[src/rtl/iwc_pkg.sv]
package iwc_pkg;
  localparam int WORD_W   = 32;
  localparam int HALF_W   = WORD_W / 2;
  localparam int REG_W    = 3;
  localparam int NARROW_W = 7;
  localparam int WIDE_W   = 12;
  localparam int MASK_W   = 8;
  localparam int BOP_W    = 4;
  localparam int NUM_CLS  = 8;

  // upper-half field positions
  localparam int LEAD_MSB = WORD_W - 1;
  localparam int UCC_POS  = HALF_W + 2 * REG_W;
  localparam int UDST_LSB = HALF_W + REG_W;
  localparam int USRC_LSB = HALF_W;
  // lower-half field positions
  localparam int LTAG_MSB = HALF_W - 1;
  localparam int LCC_POS  = 2 * REG_W;
  localparam int LDST_LSB = REG_W;
  localparam int NARROW_LSB = 2 * REG_W;

  // class bit indices
  localparam int CL_PAIR     = 0;
  localparam int CL_SPECPAIR = 1;
  localparam int CL_PREFIX   = 2;
  localparam int CL_ALT      = 3;
  localparam int CL_BLOCK    = 4;
  localparam int CL_LONG     = 5;
  localparam int CL_SPECWORD = 6;
  localparam int CL_OTHER    = 7;

  typedef struct packed {
    logic takeNarrow;
    logic takeWide;
    logic takeBlock;
  } dpStrobe_t;
endpackage

[src/rtl/iwc_ctrl.sv]
module iwc_ctrl
  import iwc_pkg::*;
(
  input  logic [WORD_W-1:0]  instrWord,
  output logic [NUM_CLS-1:0] wordClass,
  output dpStrobe_t          stb
);
  logic [1:0]       lead, leadOp, lowTag, lowOp;
  logic [REG_W-1:0] dstHi, srcHi, dstLo, srcLo;
  logic             ccHi, ccLo, lowThird;

  assign lead     = instrWord[LEAD_MSB -: 2];
  assign leadOp   = instrWord[LEAD_MSB-2 -: 2];
  assign ccHi     = instrWord[UCC_POS];
  assign dstHi    = instrWord[UDST_LSB +: REG_W];
  assign srcHi    = instrWord[USRC_LSB +: REG_W];
  assign lowTag   = instrWord[LTAG_MSB -: 2];
  assign lowOp    = instrWord[LTAG_MSB-2 -: 2];
  assign lowThird = instrWord[LTAG_MSB-2];
  assign ccLo     = instrWord[LCC_POS];
  assign dstLo    = instrWord[LDST_LSB +: REG_W];
  assign srcLo    = instrWord[0 +: REG_W];

  logic [NUM_CLS-1:0] cls;
  dpStrobe_t          st;

  always_comb begin
    cls = '0;
    st  = '0;
    if (lead != 2'b11) begin
      cls[CL_OTHER] = 1'b1;
    end else if (leadOp == 2'b11) begin
      cls[CL_LONG] = 1'b1;
    end else if (dstHi == srcHi) begin
      cls[CL_SPECWORD] = 1'b1;
    end else begin
      unique case (lowTag)
        2'b00: begin
          if (!lowThird && dstLo == '0 && srcLo == '0) begin
            cls[CL_PREFIX] = 1'b1;
            st.takeNarrow  = 1'b1;
          end else if (lowOp == 2'b11 || dstLo == srcLo) begin
            cls[CL_OTHER] = 1'b1;
          end else if (ccHi && ccLo) begin
            cls[CL_SPECPAIR] = 1'b1;
          end else begin
            cls[CL_PAIR] = 1'b1;
          end
        end
        2'b01: begin
          if (lowOp == 2'b11) begin
            cls[CL_BLOCK] = 1'b1;
            st.takeBlock  = 1'b1;
          end else begin
            cls[CL_ALT] = 1'b1;
          end
        end
        2'b10: begin
          if (lowOp == 2'b00) begin
            cls[CL_PREFIX] = 1'b1;
            st.takeWide    = 1'b1;
          end else begin
            cls[CL_OTHER] = 1'b1;
          end
        end
        default: cls[CL_OTHER] = 1'b1;
      endcase
    end
    wordClass = cls;
    stb       = st;

    AST_ONE_CLASS: assert ($onehot(cls)) else $error("class not one-hot");
    AST_STROBE_EXCL: assert ($countones({st.takeNarrow, st.takeWide, st.takeBlock}) <= 1)
      else $error("strobes overlap");
    AST_STROBE_CLASS: assert ((st.takeNarrow || st.takeWide) == cls[CL_PREFIX])
      else $error("prefix strobe disagrees with class");
  end
endmodule

[src/rtl/iwc_dp.sv]
module iwc_dp
  import iwc_pkg::*;
(
  input  logic [WORD_W-1:0] instrWord,
  input  dpStrobe_t         stb,
  output logic              pfxValid,
  output logic              pfxWide,
  output logic [WIDE_W-1:0] pfxPayload,
  output logic [MASK_W-1:0] blockMask,
  output logic [BOP_W-1:0]  blockOp
);
  logic [NARROW_W-1:0] narrowBits;
  logic [WIDE_W-1:0]   wideBits;

  assign narrowBits = instrWord[NARROW_LSB +: NARROW_W];
  assign wideBits   = instrWord[0 +: WIDE_W];

  logic [WIDE_W-1:0] pay;
  logic [MASK_W-1:0] msk;
  logic [BOP_W-1:0]  bop;

  always_comb begin
    pay = '0;
    msk = '0;
    bop = '0;
    if (stb.takeNarrow) pay = {{(WIDE_W-NARROW_W){1'b0}}, narrowBits};
    else if (stb.takeWide) pay = wideBits;
    if (stb.takeBlock) begin
      msk = instrWord[0 +: MASK_W];
      bop = instrWord[MASK_W +: BOP_W];
    end
    pfxValid   = stb.takeNarrow | stb.takeWide;
    pfxWide    = stb.takeWide;
    pfxPayload = pay;
    blockMask  = msk;
    blockOp    = bop;

    AST_NARROW_FITS: assert (!stb.takeNarrow || pay[WIDE_W-1:NARROW_W] == '0)
      else $error("narrow payload spills");
    AST_PFX_QUIET: assert (stb.takeNarrow || stb.takeWide || pay == '0)
      else $error("payload without prefix");
    AST_BLOCK_QUIET: assert (stb.takeBlock || (msk == '0 && bop == '0))
      else $error("block fields without block prefix");
  end
endmodule

[src/rtl/instr_word_classifier.sv]
module instr_word_classifier
  import iwc_pkg::*;
(
  input  logic [31:0] instrWord,
  output logic [7:0]  wordClass,
  output logic        pfxValid,
  output logic        pfxWide,
  output logic [11:0] pfxPayload,
  output logic [7:0]  blockMask,
  output logic [3:0]  blockOp
);
  dpStrobe_t stb;

  iwc_ctrl ctrl_i (
    .instrWord (instrWord),
    .wordClass (wordClass),
    .stb       (stb)
  );

  iwc_dp dp_i (
    .instrWord  (instrWord),
    .stb        (stb),
    .pfxValid   (pfxValid),
    .pfxWide    (pfxWide),
    .pfxPayload (pfxPayload),
    .blockMask  (blockMask),
    .blockOp    (blockOp)
  );
endmodule

[config.mk]
export PLATFORM = sky130hd
export DESIGN_NAME = instr_word_classifier
export DESIGN_NICKNAME = d
export VERILOG_FILES = /design/src/rtl/iwc_pkg.sv /design/src/rtl/iwc_ctrl.sv /design/src/rtl/iwc_dp.sv /design/src/rtl/instr_word_classifier.sv
export SDC_FILE = /design/constraint.sdc
export NUM_CORES = 1
export LEC_CHECK = 0
export CORE_MARGIN = 1.5
export CORE_UTILIZATION = 22
export DETAILED_ROUTE_END_ITERATION = 12
export GPL_TIMING_DRIVEN = 0
export PLACE_DENSITY = 0.89
export SLEW_MARGIN = 20
export SYNTH_ARGS = -nofsm -noshare
export SYNTH_HDL_FRONTEND = slang
export SYNTH_HIERARCHICAL = 1
export SYNTH_SLANG_ARGS = --single-unit
[constraint.sdc]
create_clock -name vclk -period 2.41
set_input_delay 0.6025 -clock vclk [all_inputs]
set_output_delay 0.6025 -clock vclk [all_outputs]
set_load 0.01 [all_outputs]
---- Yosys cells after proc, flatten, opt, wreduce, memory -nomap -nowiden ----
Index checks and enable logic that the tools add are counted.
storage, ports and cells
  register bits after elaboration ......... 0
  bits of input ports ..................... 32
  output and inout bits ................... 34
cells by class
  eq/ne operators ......................... 7
  multiplexer cells ....................... 33
  bitwise operators ....................... 1
  reduce and logical (&&, ||, !) cells .... 9
operators with widths
  kind                                           count
  2-to-1 mux 12 bit                              2
  2-to-1 mux 1 bit                               16
  2-to-1 mux 2 bit                               5
  2-to-1 mux 5 bit                               2
  2-to-1 mux 3 bit                               3
  2-to-1 mux 8 bit                               1
  2-to-1 mux 7 bit                               1
  == test 2 bit, second input constant           3
  == test 3 bit                                  2
  logical NOT 3 bit                              2
  logical NOT 2 bit                              2
  2-to-1 mux 4 bit                               1
  logical AND 1 bit                              3
  case mux 1 bit (3 select lines)                1
  == test 2 x 1 -> 1 bit, second input constant  1
  inequality test 2 bit, second input constant   1
  case mux 1 bit (2 select lines)                1
  logical NOT 1 bit                              1
  logical OR 1 bit                               1
  OR 1 bit                                       1

---- Depth between registers and ports, before layout ----
Gate-level depths: netlist of run 1.
  depth after elaboration ................. 10
  mapped depth ............................ 7
  depth with buffers taken out ............ 5

---- Modules after synthesis ----
Netlist of run 1, hierarchy kept.
by module, submodules not included
  module    instances  cells an instance  area each (sq um)
  iwc_ctrl  1          35                 227.7
  iwc_dp    1          30                 221.5

---- Worst setup path after synthesis of run 1 ----
OpenSTA, ideal clock, no wires.
  path type ............................... input port to output port
  start point ............................. input port instrWord[20]
  end point ............................... output port blockMask[0]
  arrival ................................. 1.999 ns
  setup slack ............................. -0.192 ns
  cell stages on the path ................. 5
  path buffers ............................ 1
  cells stage by stage .................... xnor2_1 a311o_1 nor4b_1 clkbuf_1 and2_1
RTL lines
  what         line                        source
  from (decl)  instr_word_classifier.sv:4  input logic [31:0] instrWord,
  to (decl)    instr_word_classifier.sv:9  output logic [7:0] blockMask,

==> results of run 1 <==
==> metal layers <==
| metal | share of wire (%) | global-route usage [%] | wire [um] |
|---|---|---|---|
| met1 | 39 | 29.4 | 1120 |
| met2 | 54 | 43.4 | 1520 |
| met3 | 5.7 | 1.48 | 161 |
| met4 | 1.4 | 3.78 | 39 |
| met5 | 0 | 0 | 0 |
==> synthesized netlist by cell type, drive strengths merged <==
cell type | number | area share, %
nor4bb | 1 | 2.2
nor2 | 3 | 2.5
clkbuf | 1 | 0.83
nor4b | 1 | 2.0
or2 | 1 | 1.4
a21oi | 4 | 5.3
nor2b | 1 | 3.1
or4b | 1 | 2.2
a311o | 1 | 2.2
nand3 | 2 | 2.2
nand2 | 5 | 4.2
or4 | 1 | 2.5
or3 | 1 | 1.4
o31ai | 1 | 1.7
nor4 | 2 | 2.8
xnor2 | 3 | 5.9
o21ai | 1 | 1.1
and2 | 19 | 26
a22o | 7 | 14
nor3 | 2 | 2.2
xor2 | 3 | 5.9
buf | 4 | 8.4
==> worst min-delay path, stage by stage <==
cell	delay [ns]
clkbuf_2	0.14
and2_4	0.15
buf_6	0.09
==> worst paths after layout <==
check / end / slack, ns / cells after the start
min: blockMask[3] / 1.59 / 3
max: blockMask[0] / -0.49 / 9
==> repair_timing <==
| item | CTS | global route |
|---|---|---|
| resized for setup | 225 | 29 |
| setup endpoints to repair | 34 | 32 |
| pin swaps | 15 | 3 |
| cloned | 1 | 1 |
| endpoints found under the hold margin | 0 | 0 |
| buffers inserted | 17 | 3 |
==> cell type report <==
type                       instances  area, um^2
buffer                             5        55.1
fill                             152         568
multi-input combinational         60         569
tap                               27        33.8
timing repair buffer              83         716
==> per-stage QoR <==
| step | TNS, ns | util [%] | total power (W) | setup WS [ns] | cell area (um^2) |
|---|---|---|---|---|---|
| 2_1_floorplan | -2.10 | - | 0.0000335 | -0.138 | 507 |
| 3_3_place_gp | -36.29 | 59.3 | 0.000103 | -1.29 | 1150 |
| 3_5_place_dp | -37.62 | 59.3 | 0.000106 | -1.35 | 1150 |
| 4_1_cts | -10.16 | 70.1 | 0.000119 | -0.412 | 1360 |
| 5_1_grt | -12.49 | 70.7 | 0.000137 | -0.529 | 1370 |
| 6_report | -10.99 | 70.7 | 0.000129 | -0.487 | 1370 |
==> power breakdown <==
| part | internal, W | switching (W) | total (W) |
|---|---|---|---|
| sequential | 0 | 0 | 0 |
| combinational | 0.0000698 | 0.0000595 | 0.000129 |
| clock | 0 | 0 | 0 |
| total | 0.0000698 | 0.0000595 | 0.000129 |
==> cells by family (layout without fill, tap and decap cells) <==
group,after synthesis,after routing
AND/OR/NAND/NOR,40,40
AO/OA/AOI/OAI,14,14
XOR/XNOR,6,6
buffers and inverters,5,88
==> flow_summary.ini, run 1 <==
[placement]
hpwl_um = 1620
routabilityCongestion = 0.685
placedCellCount = 153
io_buffers = 61

[power_and_ir_drop]
p_per_area_mw_per_mm2 = 94.1
irDropWorstVdd_mv = 0.0910
p_leak_nw = 0.695

[critical_path]
critical_path_buf_inv_count = 5
crit_path_top_delay_cell = a311o_2
crit_path_start = instrWord[29]
crit_chain = buf_2, and2_4, a311o_2, nor4b_4, clkbuf_8, buf_6, buf_6, and2_4, buf_6
worstPathRequired_ns = 1.81
worstPathArrival_ns = 2.29
slowest_delay_ns = 0.44
critPathMaxFanout = 5
cpMostUsedCell = buf_6
end_kind = output port
start_kind = input pin
path_delay_family = simple AND/OR/NAND/NOR gates
crit_type = input pin to output port

[routing]
drt-total-wl_um = 2840
drtPass1Iterations = 4
drt_iter0_drc = 6
drc_errors = 0
viasPerCell = 4.82
vias = 844
drt-wirelength-per-cell_um = 16.2
drtAntennaViolNets = 0

[logic_synthesis]
syn_area_um2 = 449
synth_warnings = 6
synth_top_family_by_area = simple AND/OR/NAND/NOR gates
synth_cells = 65
syn_nets = 97
ys_seq_area_share_pct = 0
synthMuxAreaShare_pct = 0
synthSimpleGateAreaFrac_pct = 55.2
synth_cell_types = 24
synth_xor_area_share_pct = 11.7
synth_area_per_cell_um2 = 6.91
synth_compound_area_share_pct = 24.0
synthAdderAreaFrac_pct = 0

[grt]
overflow = 0
grt_pass1_wl_um = 3870
antenna_found_initial = 0
grt_usage_pct = 23.3
grt_max_degree = 11
grt_pass1_vias = 819

[finish]
drive_gt1_share_pct = 73.6
nets = 182
instances_no_fill = 175
clkbuf_count = 0
seq_cell_count = 0
layout_commonest_cell = buf_6
layout_common_cells = buf_6 (33), buf_2 (24), and2_4 (16), buf_4 (12), clkdlybuf4s50_1 (8)
diodes = 0
ff_latch_area_um2 = 0
area_delta_synth_final_pct = 206

[sta]
tightest_slew_ns = 0.355
max_freq_ghz = 0.345
drv_slew = 0
max_slew_margin_pct = 76.2
fin_hold_ws_ns = 1.59
rsz0062_at_grt = true
finalSetupViolations = 31
fin_crit_ns = 2.90
timing.final.ws_setup_ns = -0.487
finalHoldViolCount = 0
post-route-period-util_pct = 120

[floorplanning]
start_util_pct = 23.1
core-area_mm2 = 0.00194
die_area_mm2 = 0.00232
placementRows = 16
io_pins = 66
die_x_um = 48.2
chipHeight_um = 48.2

[flow_run]
cap_viol_max_count = 0

[clock_network]
hold_buffers = 0

[outcome]
outcome = finished with violations
violations = negative setup slack

[worst_hold_path]
timing.hold.worst.start = instrWord[3]
hp-class = input pin to output port
Note: power is estimated with default switching activity, not from simulation.
==> inputs of run 2 (changes only) <==
- CORE_ASPECT_RATIO: default -> 1.4
==> flow_summary.ini, run 2 (synthesis results as in run 1) <==
[outcome]
outcome = finished with violations
violations = negative setup slack

[grt]
grt_pass1_vias = 844
grt_max_degree = 8
grt_usage_pct = 20.9
grt_pass1_wl_um = 3530
antenna_found_initial = 0
overflow = 0

[finish]
clkbuf_count = 0
layout_common_cells = buf_6 (35), buf_2 (26), and2_4 (14), buf_4 (12), clkdlybuf4s50_1 (9)
seq_cell_count = 0
drive_gt1_share_pct = 73.0
instances_no_fill = 169
nets = 182
diodes = 0
area_delta_synth_final_pct = 200
layout_commonest_cell = buf_6
ff_latch_area_um2 = 0

[sta]
rsz0062_at_grt = true
tightest_slew_ns = 0.335
timing.final.ws_setup_ns = -0.410
finalHoldViolCount = 0
max_freq_ghz = 0.355
max_slew_margin_pct = 77.5
post-route-period-util_pct = 117
fin_crit_ns = 2.82
drv_slew = 0
finalSetupViolations = 31
fin_tns_setup_ns = -9.27

[placement]
io_buffers = 61
hpwl_um = 1530
placedCellCount = 147
routabilityCongestion = 0.844

[routing]
drt-wirelength-per-cell_um = 14.3
drt_iter0_drc = 8
drtAntennaViolNets = 0
drt-total-wl_um = 2420
drtPass1Iterations = 4
viasPerCell = 4.90
drc_errors = 0
vias = 828

[worst_hold_path]
hp-class = input pin to output port
worstHoldEndpoint = blockMask[2]
timing.hold.worst.start = instrWord[2]
hold_depth = 3

[critical_path]
end_kind = output port
crit_chain = buf_8, xnor2_2, a311o_2, buf_6, nor4_4, buf_6, nor2b_4, buf_6, a22o_1, buf_2
crit_type = input pin to output port
start_kind = input pin
crit_path_start = instrWord[21]
critical_path_buf_inv_count = 5
worstPathRequired_ns = 1.81
slowest_delay_ns = 0.45
worstPathArrival_ns = 2.22
path_delay_family = buffers and inverters
critPathMaxFanout = 5
cpMostUsedCell = buf_6
crit_path_top_delay_cell = a311o_2

[floorplanning]
start_util_pct = 23.0
core-area_mm2 = 0.00195
placementRows = 19
io_pins = 66
chipHeight_um = 56.5
die_x_um = 41.2
die_area_mm2 = 0.00233

[power_and_ir_drop]
irDropWorstVdd_mv = 0.0650
p_per_area_mw_per_mm2 = 93.8
p_leak_nw = 0.673

[flow_run]
cap_viol_max_count = 0
run 2: how the worst max path moves through the flow:
stage | end | slack (ns) | depth (start not counted)
CTS | pfxPayload[6] | -0.36 | 10
floorplan | pfxPayload[2] | -0.14 | 7
finish | pfxPayload[2] | -0.41 | 10
global placement | blockMask[6] | -1.32 | 7
global route | pfxPayload[6] | -0.44 | 10
detailed placement | blockMask[5] | -1.35 | 7
run 2: through the flow:
step | power (W) | setup WS (ns) | hold slack [ns] | utilization, % | instance area [um^2]
2_1_floorplan | 0.0000335 | -0.138 | 1.25 | - | 507
3_3_place_gp | 0.000104 | -1.32 | 2.21 | 58.7 | 1140
3_5_place_dp | 0.000106 | -1.35 | 2.21 | 58.7 | 1140
5_1_grt | 0.000134 | -0.440 | 1.53 | 69.2 | 1350
6_report | 0.000127 | -0.410 | 1.51 | 69.2 | 1350
4_1_cts | 0.000121 | -0.358 | 1.53 | 67.8 | 1320
run 2: timing repair:
item                       4_1_cts  5_1_grt
setup buffers                   22        2
gates cloned                     2        0
resized for setup              256       16
pin swaps                       24        5
hold buffers                     0        0
setup endpoints to repair       34       32
run 2: power breakdown:
group / switching (W) / internal, W
Combinational: 0.0000542 / 0.0000723
Sequential: 0 / 0
Clock: 0 / 0
Total: 0.0000542 / 0.0000723
run 2: final cells by class:
class              instances  area (um^2)
repair buffers            85          742
fillers                  164          601
multi-input cells         60          551
plain buffers              3         30.0
well taps                 21         26.3
run 2: layer usage:
| metal | global-route usage, % | wire length (um) | share of wire, % | vias up |
|---|---|---|---|---|
| li1 | - | - | - | 399 |
| met5 | 0 | 0 | 0 | - |
| met3 | 1.58 | 193 | 8.0 | 2 |
| met2 | 44.6 | 1380 | 57 | 51 |
| met4 | 1.84 | 21 | 0.87 | 0 |
| met1 | 18.5 | 824 | 34 | 376 |
==> inputs of run 3 (changes only) <==
- CORE_ASPECT_RATIO: 1.4 -> default
- CORE_UTILIZATION: 22 -> 25
- PLACE_DENSITY: 0.89 -> 0.94
- clock period: 2.41 -> 2.8 ns (I/O delays scaled with it)
==> flow_summary.ini, run 3 (synthesis results as in run 1) <==
[floorplanning]
io_pins = 66
chipHeight_um = 45.4
core-area_mm2 = 0.00171
start_util_pct = 26.3
placementRows = 15
die_area_mm2 = 0.00206
die_x_um = 45.4

[routing]
drt_iter0_drc = 19
drc_errors = 0
drtAntennaViolNets = 0
drt-wirelength-per-cell_um = 18.3
viasPerCell = 5.14
vias = 900
drt-total-wl_um = 3210
drtPass1Iterations = 4

[sta]
rsz0062_at_grt = true
drv_slew = 0
tightest_slew_ns = 0.341
fin_crit_ns = 3.14
finalHoldViolCount = 0
timing.final.ws_setup_ns = -0.337
max_slew_margin_pct = 77.2
post-route-period-util_pct = 112
max_freq_ghz = 0.319
finalSetupViolations = 31

[finish]
layout_commonest_cell = buf_6
ff_latch_area_um2 = 0
diodes = 0
drive_gt1_share_pct = 72.0
clkbuf_count = 0
nets = 184
area_delta_synth_final_pct = 211
layout_common_cells = buf_6 (33), buf_2 (21), and2_4 (16), buf_4 (13), clkdlybuf4s50_1 (8)
num-fill-cells = 104
seq_cell_count = 0

[flow_run]
cap_viol_max_count = 0

[critical_path]
worstPathArrival_ns = 2.44
crit_type = input pin to output port
start_kind = input pin
end_kind = output port
worstPathRequired_ns = 2.10
critPathMaxFanout = 5

[power_and_ir_drop]
irDropWorstVdd_mv = 0.0535
p_per_area_mw_per_mm2 = 84.5
power_w = 0.000118
p_leak_nw = 0.708

[grt]
overflow = 0
grt_usage_pct = 27.1
grt_pass1_vias = 883
grt_pass1_wl_um = 4170
grt_max_degree = 11
antenna_found_initial = 0

[outcome]
violations = negative setup slack
outcome = finished with violations

[clock_network]
hold_buffers = 0

[placement]
pre_cts_slack_ns = -1.22
routabilityCongestion = 0.824
hpwl_um = 1580
io_buffers = 61

[worst_hold_path]
hp-class = input pin to output port
-- run 3: cell count changes in the layout (fill, tap and decap cells not counted), sizes merged --
cell | previous run | this run
dlymetal6s2s | 0 | 1
clkdlybuf4s18 | 0 | 1
buf | 75 | 68
clkdlybuf4s50 | 9 | 8
clkdlybuf4s15 | 3 | 4
clkbuf | 1 | 3
dlygate4sd2 | 0 | 5
-- run 3: layout make-up --
class                      instances  area [um^2]  area share [%]
buffer                             5         55.1            3.95
multi-input combinational         60          561            40.2
tap                               25         31.3            2.24
timing repair buffer              85          748            53.6
-- run 3: worst paths after layout --
kind / from / endpoint / depth (start not counted)
hold / removal: instrWord[2] / blockMask[2] / 3
setup / recovery: instrWord[16] / blockOp[2] / 9
-- run 3: metrics by stage --
step	util, %	hold slack (ns)	std cells	cell area [um^2]	setup TNS [ns]
5_1_grt	81.7	1.81	175	1400	-7.53
2_1_floorplan	-	1.45	65	449	0
3_5_place_dp	63.9	2.41	151	1090	-30.40
6_report	81.7	1.80	175	1400	-6.64
3_3_place_gp	63.9	2.40	151	1090	-29.24
4_1_cts	75.2	1.80	168	1280	-4.11
-- run 3: power by group --
| group | leakage (nW) | switching (W) | total [W] | internal (W) |
|---|---|---|---|---|
| Clock | 0 | 0 | 0 | 0 |
| Sequential | 0 | 0 | 0 | 0 |
| Combinational | 0.708 | 0.0000539 | 0.000118 | 0.0000640 |
| Total | 0.708 | 0.0000539 | 0.000118 | 0.0000640 |
-- run 3: critical path: stages --
cell	delay, ns
buf_8	0.10
xnor2_4	0.14
a311o_2	0.48
nor4b_4	0.40
clkbuf_8	0.21
buf_6	0.10
buf_6	0.08
and2_4	0.13
buf_6	0.09
-- run 3: what timing repair did --
item	in CTS	in global routing
setup buffers	16	6
setup endpoints to repair	33	33
gates cloned	1	1
pin swaps	16	16
gates resized for setup	210	53
-- run 3: routing by layer --
layer | global-route usage, % | vias up | wire, um
li1 | - | 408 | -
met2 | 56.1 | 42 | 1820
met4 | 1.76 | 0 | 39
met5 | 0 | - | 0
met3 | 2.38 | 4 | 147
met1 | 29.9 | 446 | 1200
